===== config.mk =====
export PLATFORM = sky130hd
export DESIGN_NAME = wone_write_ctrl
export DESIGN_NICKNAME = d
export VERILOG_FILES = /design/src/rtl/wone_pkg.sv /design/src/rtl/wone_mask_track.sv /design/src/rtl/wone_pulse_timer.sv /design/src/rtl/wone_seq_fsm.sv /design/src/rtl/wone_write_ctrl.sv
export SDC_FILE = /design/constraint.sdc
export NUM_CORES = 1
export LEC_CHECK = 0
export CAP_MARGIN = 15
export CORE_ASPECT_RATIO = 1.25
export CORE_MARGIN = 2
export CORE_UTILIZATION = 30
export CTS_CLUSTER_DIAMETER = 100
export DETAILED_ROUTE_END_ITERATION = 7
export DONT_BUFFER_PORTS = 1
export GPL_TIMING_DRIVEN = 0
export SLEW_MARGIN = 20
export SYNTH_ARGS = -nofsm -noshare
export SYNTH_HDL_FRONTEND = slang
export SYNTH_SLANG_ARGS = --single-unit

===== constraint.sdc =====
create_clock -name clk -period 2.1 [get_ports clk]
set_input_delay 0.42 -clock clk [delete_from_list [all_inputs] [get_ports clk]]
set_output_delay 0.42 -clock clk [all_outputs]
set_load 0.01 [all_outputs]

===== src/rtl/wone_pkg.sv =====
package wone_pkg;

    localparam int unsigned CYC_W = 12;

    typedef logic [CYC_W-1:0] cyc_t;

    typedef enum logic [1:0] {
        ST_IDLE  = 2'd0,
        ST_PRE   = 2'd1,
        ST_PULSE = 2'd2,
        ST_ACK   = 2'd3
    } wr_state_e;

    // End-of-pulse conditions presented to the sequencer
    typedef struct packed {
        logic done;     // all monitored bits switched (or minimum met)
        logic expired;  // pulse limit reached
    } pulse_end_t;

    // A zero limit would never allow a pulse; treat it as one cycle
    function automatic cyc_t clamp_limit(cyc_t lim);
        return (lim == '0) ? cyc_t'(1) : lim;
    endfunction

endpackage


===== src/rtl/wone_mask_track.sv =====
module wone_mask_track #(
    parameter int unsigned DW = 64
) (
    input  logic          clk,
    input  logic          rst,
    input  logic          load,
    input  logic [DW-1:0] new_word,
    input  logic [DW-1:0] old_word,
    input  logic          active,
    input  logic [DW-1:0] sw,
    output logic          clear_now,
    output logic          mask_none
);

    logic [DW-1:0] pend;
    logic [DW-1:0] rise_mask;

    assign rise_mask = new_word & ~old_word;

    // One sticky pending bit per cell: set on load, cleared once seen switched
    for (genvar b = 0; b < DW; b++) begin : g_bit
        always_ff @(posedge clk) begin
            if (rst) begin
                pend[b] <= 1'b0;
            end else if (load) begin
                pend[b] <= rise_mask[b];
            end else if (active && sw[b]) begin
                pend[b] <= 1'b0;
            end
        end
    end

    always_ff @(posedge clk) begin
        if (rst) begin
            mask_none <= 1'b1;
        end else if (load) begin
            mask_none <= (rise_mask == '0);
        end
    end

    // Completion counts switches reported in the current cycle as well
    assign clear_now = ((pend & ~sw) == '0);

    AST_PEND_HOLD_IDLE: assert property (@(posedge clk) disable iff (rst)
        (!load && !active) |=> $stable(pend)) else $error("pending changed outside pulse");

    AST_PEND_NO_REGROW: assert property (@(posedge clk) disable iff (rst)
        !$past(load) |-> ((pend & ~$past(pend)) == '0)) else $error("pending bit reappeared");

endmodule


===== src/rtl/wone_pulse_timer.sv =====
module wone_pulse_timer
    import wone_pkg::*;
#(
    parameter int unsigned MIN_PULSE = 4
) (
    input  logic clk,
    input  logic rst,
    input  logic start,
    input  logic active,
    input  cyc_t limit,
    output logic min_met,
    output logic expired
);

    localparam cyc_t MIN_C = cyc_t'(MIN_PULSE);

    cyc_t cnt;
    cyc_t lim_eff;

    assign lim_eff = clamp_limit(limit);

    // cnt holds the number of the current pulse cycle (1-based)
    always_ff @(posedge clk) begin
        if (rst) begin
            cnt <= '0;
        end else if (start) begin
            cnt <= cyc_t'(1);
        end else if (active) begin
            cnt <= cnt + cyc_t'(1);
        end
    end

    assign min_met = (cnt >= MIN_C);
    assign expired = (cnt >= lim_eff);

    AST_CNT_WITHIN_LIMIT: assert property (@(posedge clk) disable iff (rst)
        active |-> (cnt <= lim_eff)) else $error("pulse exceeded limit");

    AST_CNT_NONZERO: assert property (@(posedge clk) disable iff (rst)
        active |-> (cnt != '0)) else $error("pulse counter not started");

endmodule


===== src/rtl/wone_seq_fsm.sv =====
module wone_seq_fsm
    import wone_pkg::*;
(
    input  logic       clk,
    input  logic       rst,
    input  logic       req_valid,
    input  pulse_end_t fin,
    output wr_state_e  state,
    output logic       capture
);

    wr_state_e nxt;

    always_comb begin
        nxt     = state;
        capture = 1'b0;
        unique case (state)
            ST_IDLE: begin
                if (req_valid) begin
                    nxt     = ST_PRE;
                    capture = 1'b1;
                end
            end
            ST_PRE:   nxt = ST_PULSE;
            ST_PULSE: if (fin.done || fin.expired) nxt = ST_ACK;
            ST_ACK:   nxt = ST_IDLE;
            default:  nxt = ST_IDLE;
        endcase
    end

    always_ff @(posedge clk) begin
        if (rst) begin
            state <= ST_IDLE;
        end else begin
            state <= nxt;
        end
    end

    AST_ACK_FOLLOWS_PULSE: assert property (@(posedge clk) disable iff (rst)
        (state == ST_ACK) |-> ($past(state) == ST_PULSE)) else $error("ack without pulse");

    AST_PRE_SINGLE: assert property (@(posedge clk) disable iff (rst)
        (state == ST_PRE) |=> (state == ST_PULSE)) else $error("precharge not single");

endmodule


===== src/rtl/wone_write_ctrl.sv =====
module wone_write_ctrl
    import wone_pkg::*;
#(
    parameter int unsigned DW        = 64,
    parameter int unsigned MIN_PULSE = 4
) (
    input  logic             clk,
    input  logic             rst,
    input  logic             req_valid,
    input  logic [DW-1:0]    req_data,
    input  logic [DW-1:0]    req_old,
    input  logic [CYC_W-1:0] req_limit,
    output logic             ack,
    output logic             ack_err,
    output logic             arr_pre,
    output logic             arr_we,
    output logic [DW-1:0]    arr_wdata,
    input  logic [DW-1:0]    arr_sw
);

    wr_state_e  state;
    logic       capture;
    pulse_end_t fin;
    logic       active;
    logic       clear_now;
    logic       mask_none;
    logic       min_met;
    logic       expired;
    logic [DW-1:0] data_q;
    cyc_t       limit_q;
    logic       err_q;

    assign active = (state == ST_PULSE);

    wone_seq_fsm u_fsm (
        .clk       (clk),
        .rst       (rst),
        .req_valid (req_valid),
        .fin       (fin),
        .state     (state),
        .capture   (capture)
    );

    wone_mask_track #(.DW(DW)) u_track (
        .clk       (clk),
        .rst       (rst),
        .load      (capture),
        .new_word  (req_data),
        .old_word  (req_old),
        .active    (active),
        .sw        (arr_sw),
        .clear_now (clear_now),
        .mask_none (mask_none)
    );

    wone_pulse_timer #(.MIN_PULSE(MIN_PULSE)) u_timer (
        .clk     (clk),
        .rst     (rst),
        .start   (state == ST_PRE),
        .active  (active),
        .limit   (limit_q),
        .min_met (min_met),
        .expired (expired)
    );

    // Completion wins over the limit when both land in the same cycle
    always_comb begin
        fin.done    = active && (mask_none ? min_met : clear_now);
        fin.expired = active && expired;
    end

    always_ff @(posedge clk) begin
        if (rst) begin
            data_q  <= '0;
            limit_q <= '0;
            err_q   <= 1'b0;
        end else begin
            if (capture) begin
                data_q  <= req_data;
                limit_q <= cyc_t'(req_limit);
            end
            if (fin.done || fin.expired) begin
                err_q <= !fin.done;
            end
        end
    end

    assign arr_pre   = (state == ST_PRE);
    assign arr_we    = active;
    assign arr_wdata = data_q;
    assign ack       = (state == ST_ACK);
    assign ack_err   = ack && err_q;

    AST_PRE_BEFORE_WE: assert property (@(posedge clk) disable iff (rst)
        $rose(arr_we) |-> $past(arr_pre)) else $error("write without precharge");

    AST_PRE_WE_EXCL: assert property (@(posedge clk) disable iff (rst)
        !(arr_pre && arr_we)) else $error("precharge during write");

    AST_WDATA_HOLD: assert property (@(posedge clk) disable iff (rst)
        (arr_we && $past(arr_we)) |-> $stable(arr_wdata)) else $error("write data moved");

    AST_ACK_ON_FALL: assert property (@(posedge clk) disable iff (rst)
        $fell(arr_we) |-> ack) else $error("no ack after pulse");

    AST_ACK_ONE_CYCLE: assert property (@(posedge clk) disable iff (rst)
        ack |=> !ack) else $error("ack too long");

endmodule


Word-level counts from Yosys, hierarchy flattened. Cells that the tools add are included.

Register bits: 156. Word-level logic and storage cells: 360.

Order comparisons: 2. Add/sub/neg operators: 1. Reduce and logical (&&, ||, !) cells: 140. Mux-type cells: 137. Bitwise operators: 4. Equality and inequality tests: 5.

Operator list (count): $mux 1 (133); $reduce_bool 2->1 (65); $and 64x64->64 (2); $logic_not 64->1 (2); $not 64->64 (2); $logic_and 1x1->1 (67); $add 12x1->12 const B (1); $ge 12x12->1 (1); $ge 12x3->1 const B (1); $logic_not 12->1 (1); $mux 12 (1); $pmux 2 s4 (1); $eq 2x2->1 const B (2); $mux 2 (2); $eq 2x1->1 const B (1); $logic_not 2->1 (1); $ne 2x1->1 const B (1); $ne 2x2->1 const B (1); $reduce_and 2->1 (1); $reduce_or 2->1 (1); $logic_not 1->1 (1); $logic_or 1x1->1 (1).

Logic depth before layout (Yosys ltp).
Word-level depth: 8. Mapped depth: 10. Gate-level depth less buffers: 10.

By module. Synthesis repeated with hierarchy kept, for this count alone.

Cells, all modules: 919. Area, all modules: 7601.0 um^2.

Modules (own cells, without submodules): wone_mask_track (cells an instance 536, instances 1, area each 3728.6 um^2); wone_write_ctrl (cells an instance 258, instances 1, area each 2835.2 um^2); wone_pulse_timer (cells an instance 109, instances 1, area each 894.6 um^2); wone_seq_fsm (cells an instance 16, instances 1, area each 142.6 um^2).

Least setup slack after synthesis. OpenSTA, ideal clock, no wires.

Path type: register to register. Start point: register limit_q[3]. End point: register u_fsm.state[1]. Stages on the path, launching flop included: 11. Clock period less this slack: 2.170 ns. Arrival time: 2.098 ns. Setup time: 0.072 ns. Path slack: -0.070 ns. Required time: 2.028 ns. Path buffers: 0. Cell sequence: dfxtp_1 -> nor4_1 -> a31o_2 -> ha_1 -> nor2_1 -> a21oi_1 -> or3_1 -> a21oi_2 -> o21ai_2 -> o31ai_2 -> mux2i_1.

Word-level cells in the longest chain between the ends: 7.

RTL lines: start, declared (line wone_write_ctrl.sv:30) `cyc_t limit_q;`; start signal, assigned (line wone_write_ctrl.sv:80) `limit_q <= cyc_t'(req_limit);`; $logic_not 12->1 (line wone_pkg.sv:22) `return (lim == '0) ? cyc_t'(1) : lim;`; $mux 12 (*) (line wone_pkg.sv:22); $ge 12x12->1 (*) (line wone_pulse_timer.sv:34) `assign expired = (cnt >= lim_eff);`; $logic_and 1x1->1 (*) (line wone_write_ctrl.sv:69) `fin.expired = active && expired;`; $logic_or 1x1->1 (*) (line wone_seq_fsm.sv:25) `ST_PULSE: if (fin.done || fin.expired) nxt = ST_ACK;`; $ne 2x1->1 (no line) (*); $reduce_and 2->1 (no line) (*); end signal, assigned (line wone_seq_fsm.sv:35) `state <= nxt;`; end, declared (line wone_seq_fsm.sv:8) `output wr_state_e state,`.

Every way passes the cells marked *; elsewhere a longest branch is shown, timed or not. A chain may end at the register's enable or synchronous reset.

Worst setup path after layout.
Start point: register limit_q[5]. End point: register u_fsm.state[1].

Same word-level chain as after synthesis.

==> summary.md <==
| Metric | Value |
|---|---|
| Nets@finish | 1,234 |
| Slew HR | 0.528 |
| Measured slew at the worst slew-check pin | around 700 ps |
| Fin crit period | 2320 ps |
| CP Buf/Inv Count | 0 |
| Initial antenna violation count | 0 |
| DRT iter0 DRCs | approximately 390 |
| Vias in the first global route | 6,747 |
| Routed length per instance | 21.1 um |
| Max incr delay on CP | roughly 340 ps |
| Crit path capture | u_fsm.state[1] |
| Power, Total | 9120 uW |
| CP max stage cell | dfxtp_2 |
| Worst hold-check path type | input port to flip-flop |
| WHS Path Cells | 2 |
| Status | finished, violations left |
| Routed Antenna Nets | 0 |
| Die Span X | 143 um |
| CP top delay family | compound AO/OA/AOI/OAI gates |
| Skew final | between 10 and 15 ps |
| Largest net degree at the start of global routing | 17 |
| Critical Path AT | 2680 ps |
| Max_cap viols | 0 |
| Diode count | 0 |
| Post-Syn Nets | between 1,000 and 1,500 |
| Area Growth Syn to Fin | 14.5% |
| Boundary Pins | roughly 280 |
| CP cell instances | nor4_4, a31o_2, ha_1, nor2_1, a21oi_1, or3_1, a21oi_2, o21ai_2, o31ai_4, mux2i_1 |
| R2r startpoint | limit_q[5] |
| Total GRT Usage | 0.220 |
| Final Setup Violations | 3 |
| Maximum VDD drop | 559 uV |
| Worst EP required | about 2500 ps |
| Total CTS buffers | 17 |
| Reg2reg end | u_fsm.state[1] |
| R2R depth | 10 |
| Via count | roughly 6,900 |
| Row Count | 63 |
| CP max FO | 3 |
| Clk root buf | clkbuf_16 |
| Port Buffer Count | 0 |
| Critical path startpoint | limit_q[5] |
| LEAKAGE | between 0.002 and 0.003 uW |
| Placer Congestion | approximately 0.94 |
| Share of layout cells above drive strength 1 | 0.0744 |
| Synthesized cell area | 7280 um^2 |
| GR Overflow Total | 0 |
| Pins Over Slew Limit | 0 |
| YS warnings | 0 |
| DRT Wirelength | 28,400 um |
| Post-Synthesis Cells | 989 |
| Bufs on Longest Clock Path | 2 |
| Area of the core | roughly 24,000 um^2 |
| Clock transition at path regs | roughly 70 ps |
| Critical Path Sink Type | flip-flop |
| Initial core utilization | 0.306 |
| Mean Syn Cell Area | between 7 and 8 um^2 |
| Worst Hold Launch | req_data[35] |
| R2R Setup Slk | -220 ps |
| Vert. Die Dim | 178 um |
| Setup TNS | -398 ps |
| Clock Latency Late Sink | between 400 and 500 ps |
| Die ar. | roughly 26,000 um^2 |
| Unrepaired setup endpoints after global routing | true |
| Via density | just over 5 |
| Cell count along the critical path | 10 |
| First-pass GRT wire length | between 40,000 and 50,000 um |
| Final hold violations | 0 |
| Residual DRC | 0 |
| Final Non-Filler Cells | 1,346 |
| PwrDens | about 1100 nW/um^2 |
| Tcrit/Tclk final | 1.11 |
| Fmax | 0.431 GHz |
| Fillers | 2,603 |
| CTS H-tree depth | 4 |
| Pre-Repair DR Iteration Count | 5 |
| Synth unique cells | 34 |
| CP Class | flip-flop to flip-flop |
| Crit start category | flip-flop |
| Failing checks | negative setup slack |
| Register area share after synthesis | 0.429 |
| CTS tree | built |
| Final worst slack | -223 ps |
| Clock sink total | between 150 and 200 |
| Synthesized flop and latch total | ~160 |
| Dpl cells | 1,314 |
| Dpl hpwl | 23,000 um |
==> worst register-to-register path: stages, from the launching register on <==
cell,delay (ps)
dfxtp_2,340
nor4_4,270
a31o_2,190
ha_1,220
nor2_1,90
a21oi_1,70
or3_1,330
a21oi_2,160
o21ai_2,100
o31ai_4,270
mux2i_1,210
==> cells in the final DEF, fill, tap and decap left out, types with 4 or more instances in the layout <==
cell type / n
clkbuf_4: 4
and3_1: 4
clkbuf_1: 28
ha_1: 19
nand2b_1: 80
nand3_1: 42
clkinv_4: 4
inv_1: 33
clkbuf_2: 18
a31oi_1: 31
o2111ai_1: 17
nor2b_1: 33
dfxtp_1: 153
nor2_1: 79
xor2_1: 9
nor4_1: 15
nand2_1: 261
nor3_1: 6
a21oi_1: 116
clkinvlp_4: 4
nand4_1: 8
clkbuf_16: 17
==> metrics by stage <==
step | area [um^2] | hold WS, ps | utilization | setup slack, ps
2_1_floorplan | 7280 | 436 | - | -61.9
3_3_place_gp | 7680 | 454 | 0.323 | -682
3_5_place_dp | 7680 | 458 | 0.323 | -743
4_1_cts | 8300 | 96.6 | 0.348 | -273
5_1_grt | 8330 | 99.9 | 0.350 | -317
6_report | 8330 | 111 | 0.350 | -223
==> where the power goes <==
group	switching, uW	total [uW]	internal [uW]
sequential	357	3710	3350
clock	1370	2930	1560
combinational	1690	2470	786
total	3410	9120	5700
==> state kept, by name, indices dropped and copies added, names as in the netlist <==
name,cells
arr_wdata,64
u_track.pend,64
limit_q,12
u_timer.cnt,12
u_fsm.state,2
err_q,1
u_track.mask_none,1
==> cell type report <==
cell class              count  area, um^2  share of cell area
multi-input cells         743        3850               0.463
plain buffers              54         254              0.0305
clock inverters            14         113              0.0135
inverters                  35         131              0.0158
repair buffers              1        7.51            0.000901
well taps                 325         407              0.0488
flip-flops and latches    156        3130               0.375
clock buffers              18         439              0.0527
==> per-layer routing <==
| layer | up-vias | part of all wire | global-route usage |
|---|---|---|---|
| li1 | 3320 | - | - |
| met3 | 69 | 0.082 | 0.0749 |
| met5 | - | 0 | 0 |
| met2 | 285 | 0.48 | 0.375 |
| met1 | 3241 | 0.38 | 0.242 |
| met4 | 0 | 0.050 | 0.116 |
==> cell families after synthesis <==
logic type | Yosys count | synth area share
simple gates | 536 | 0.335
fa+ha+maj | 19 | 0.0327
xor+xnor | 10 | 0.0120
mux | 2 | 0.00275
buf+inv | 90 | 0.0466
compound gates | 176 | 0.142
flops | 156 | 0.429
==> synthesized netlist by cell type <==
| cell type | number | area share |
|---|---|---|
| clkbuf_1 | 50 | 0.026 |
| inv_2 | 2 | 0.0010 |
| buf_1 | 4 | 0.0021 |
| nor3_1 | 7 | 0.0048 |
| a221oi_2 | 1 | 0.0021 |
| or3_1 | 1 | 0.00086 |
| o31ai_2 | 1 | 0.0017 |
| inv_1 | 33 | 0.017 |
| and2_1 | 2 | 0.0017 |
| nand3_1 | 42 | 0.029 |
| and3_1 | 4 | 0.0034 |
| a21oi_4 | 1 | 0.0022 |
| nand2_1 | 262 | 0.14 |
| xor2_1 | 9 | 0.011 |
| nor4_1 | 17 | 0.015 |
| xnor2_1 | 1 | 0.0012 |
| nand2b_1 | 80 | 0.069 |
| a21oi_1 | 116 | 0.080 |
| a31oi_1 | 31 | 0.027 |
| buf_2 | 1 | 0.00069 |
| mux2i_1 | 2 | 0.0028 |
| nand4_1 | 8 | 0.0069 |
| a31o_2 | 1 | 0.0012 |
| a211oi_1 | 2 | 0.0021 |
| dfxtp_1 | 156 | 0.43 |
| a21oi_2 | 2 | 0.0024 |
| o21ai_1 | 2 | 0.0014 |
| o2111ai_1 | 17 | 0.020 |
| or2_2 | 1 | 0.00086 |
| ha_1 | 19 | 0.033 |
| nor2_1 | 79 | 0.041 |
| nor2b_1 | 33 | 0.028 |
| o21ai_2 | 1 | 0.0012 |
| o21ai_0 | 1 | 0.00069 |
==> repair_timing <==
action	in CTS	in global routing
gates resized for setup	26	20
pin swaps	5	4
hold endpoints to repair	0	0
setup buffers	1	0
hold buffers	0	0
endpoints found under the setup margin	147	63
==> how the worst min path moves through the flow <==
stage,end,slack [ps]
detailed placement,u_track.pend[14],460
global placement,u_track.pend[60],450
global route,arr_wdata[6],100
floorplan,limit_q[0],440
finish,arr_wdata[35],110
CTS,limit_q[10],100
Note: power is estimated with default switching activity, not from simulation.
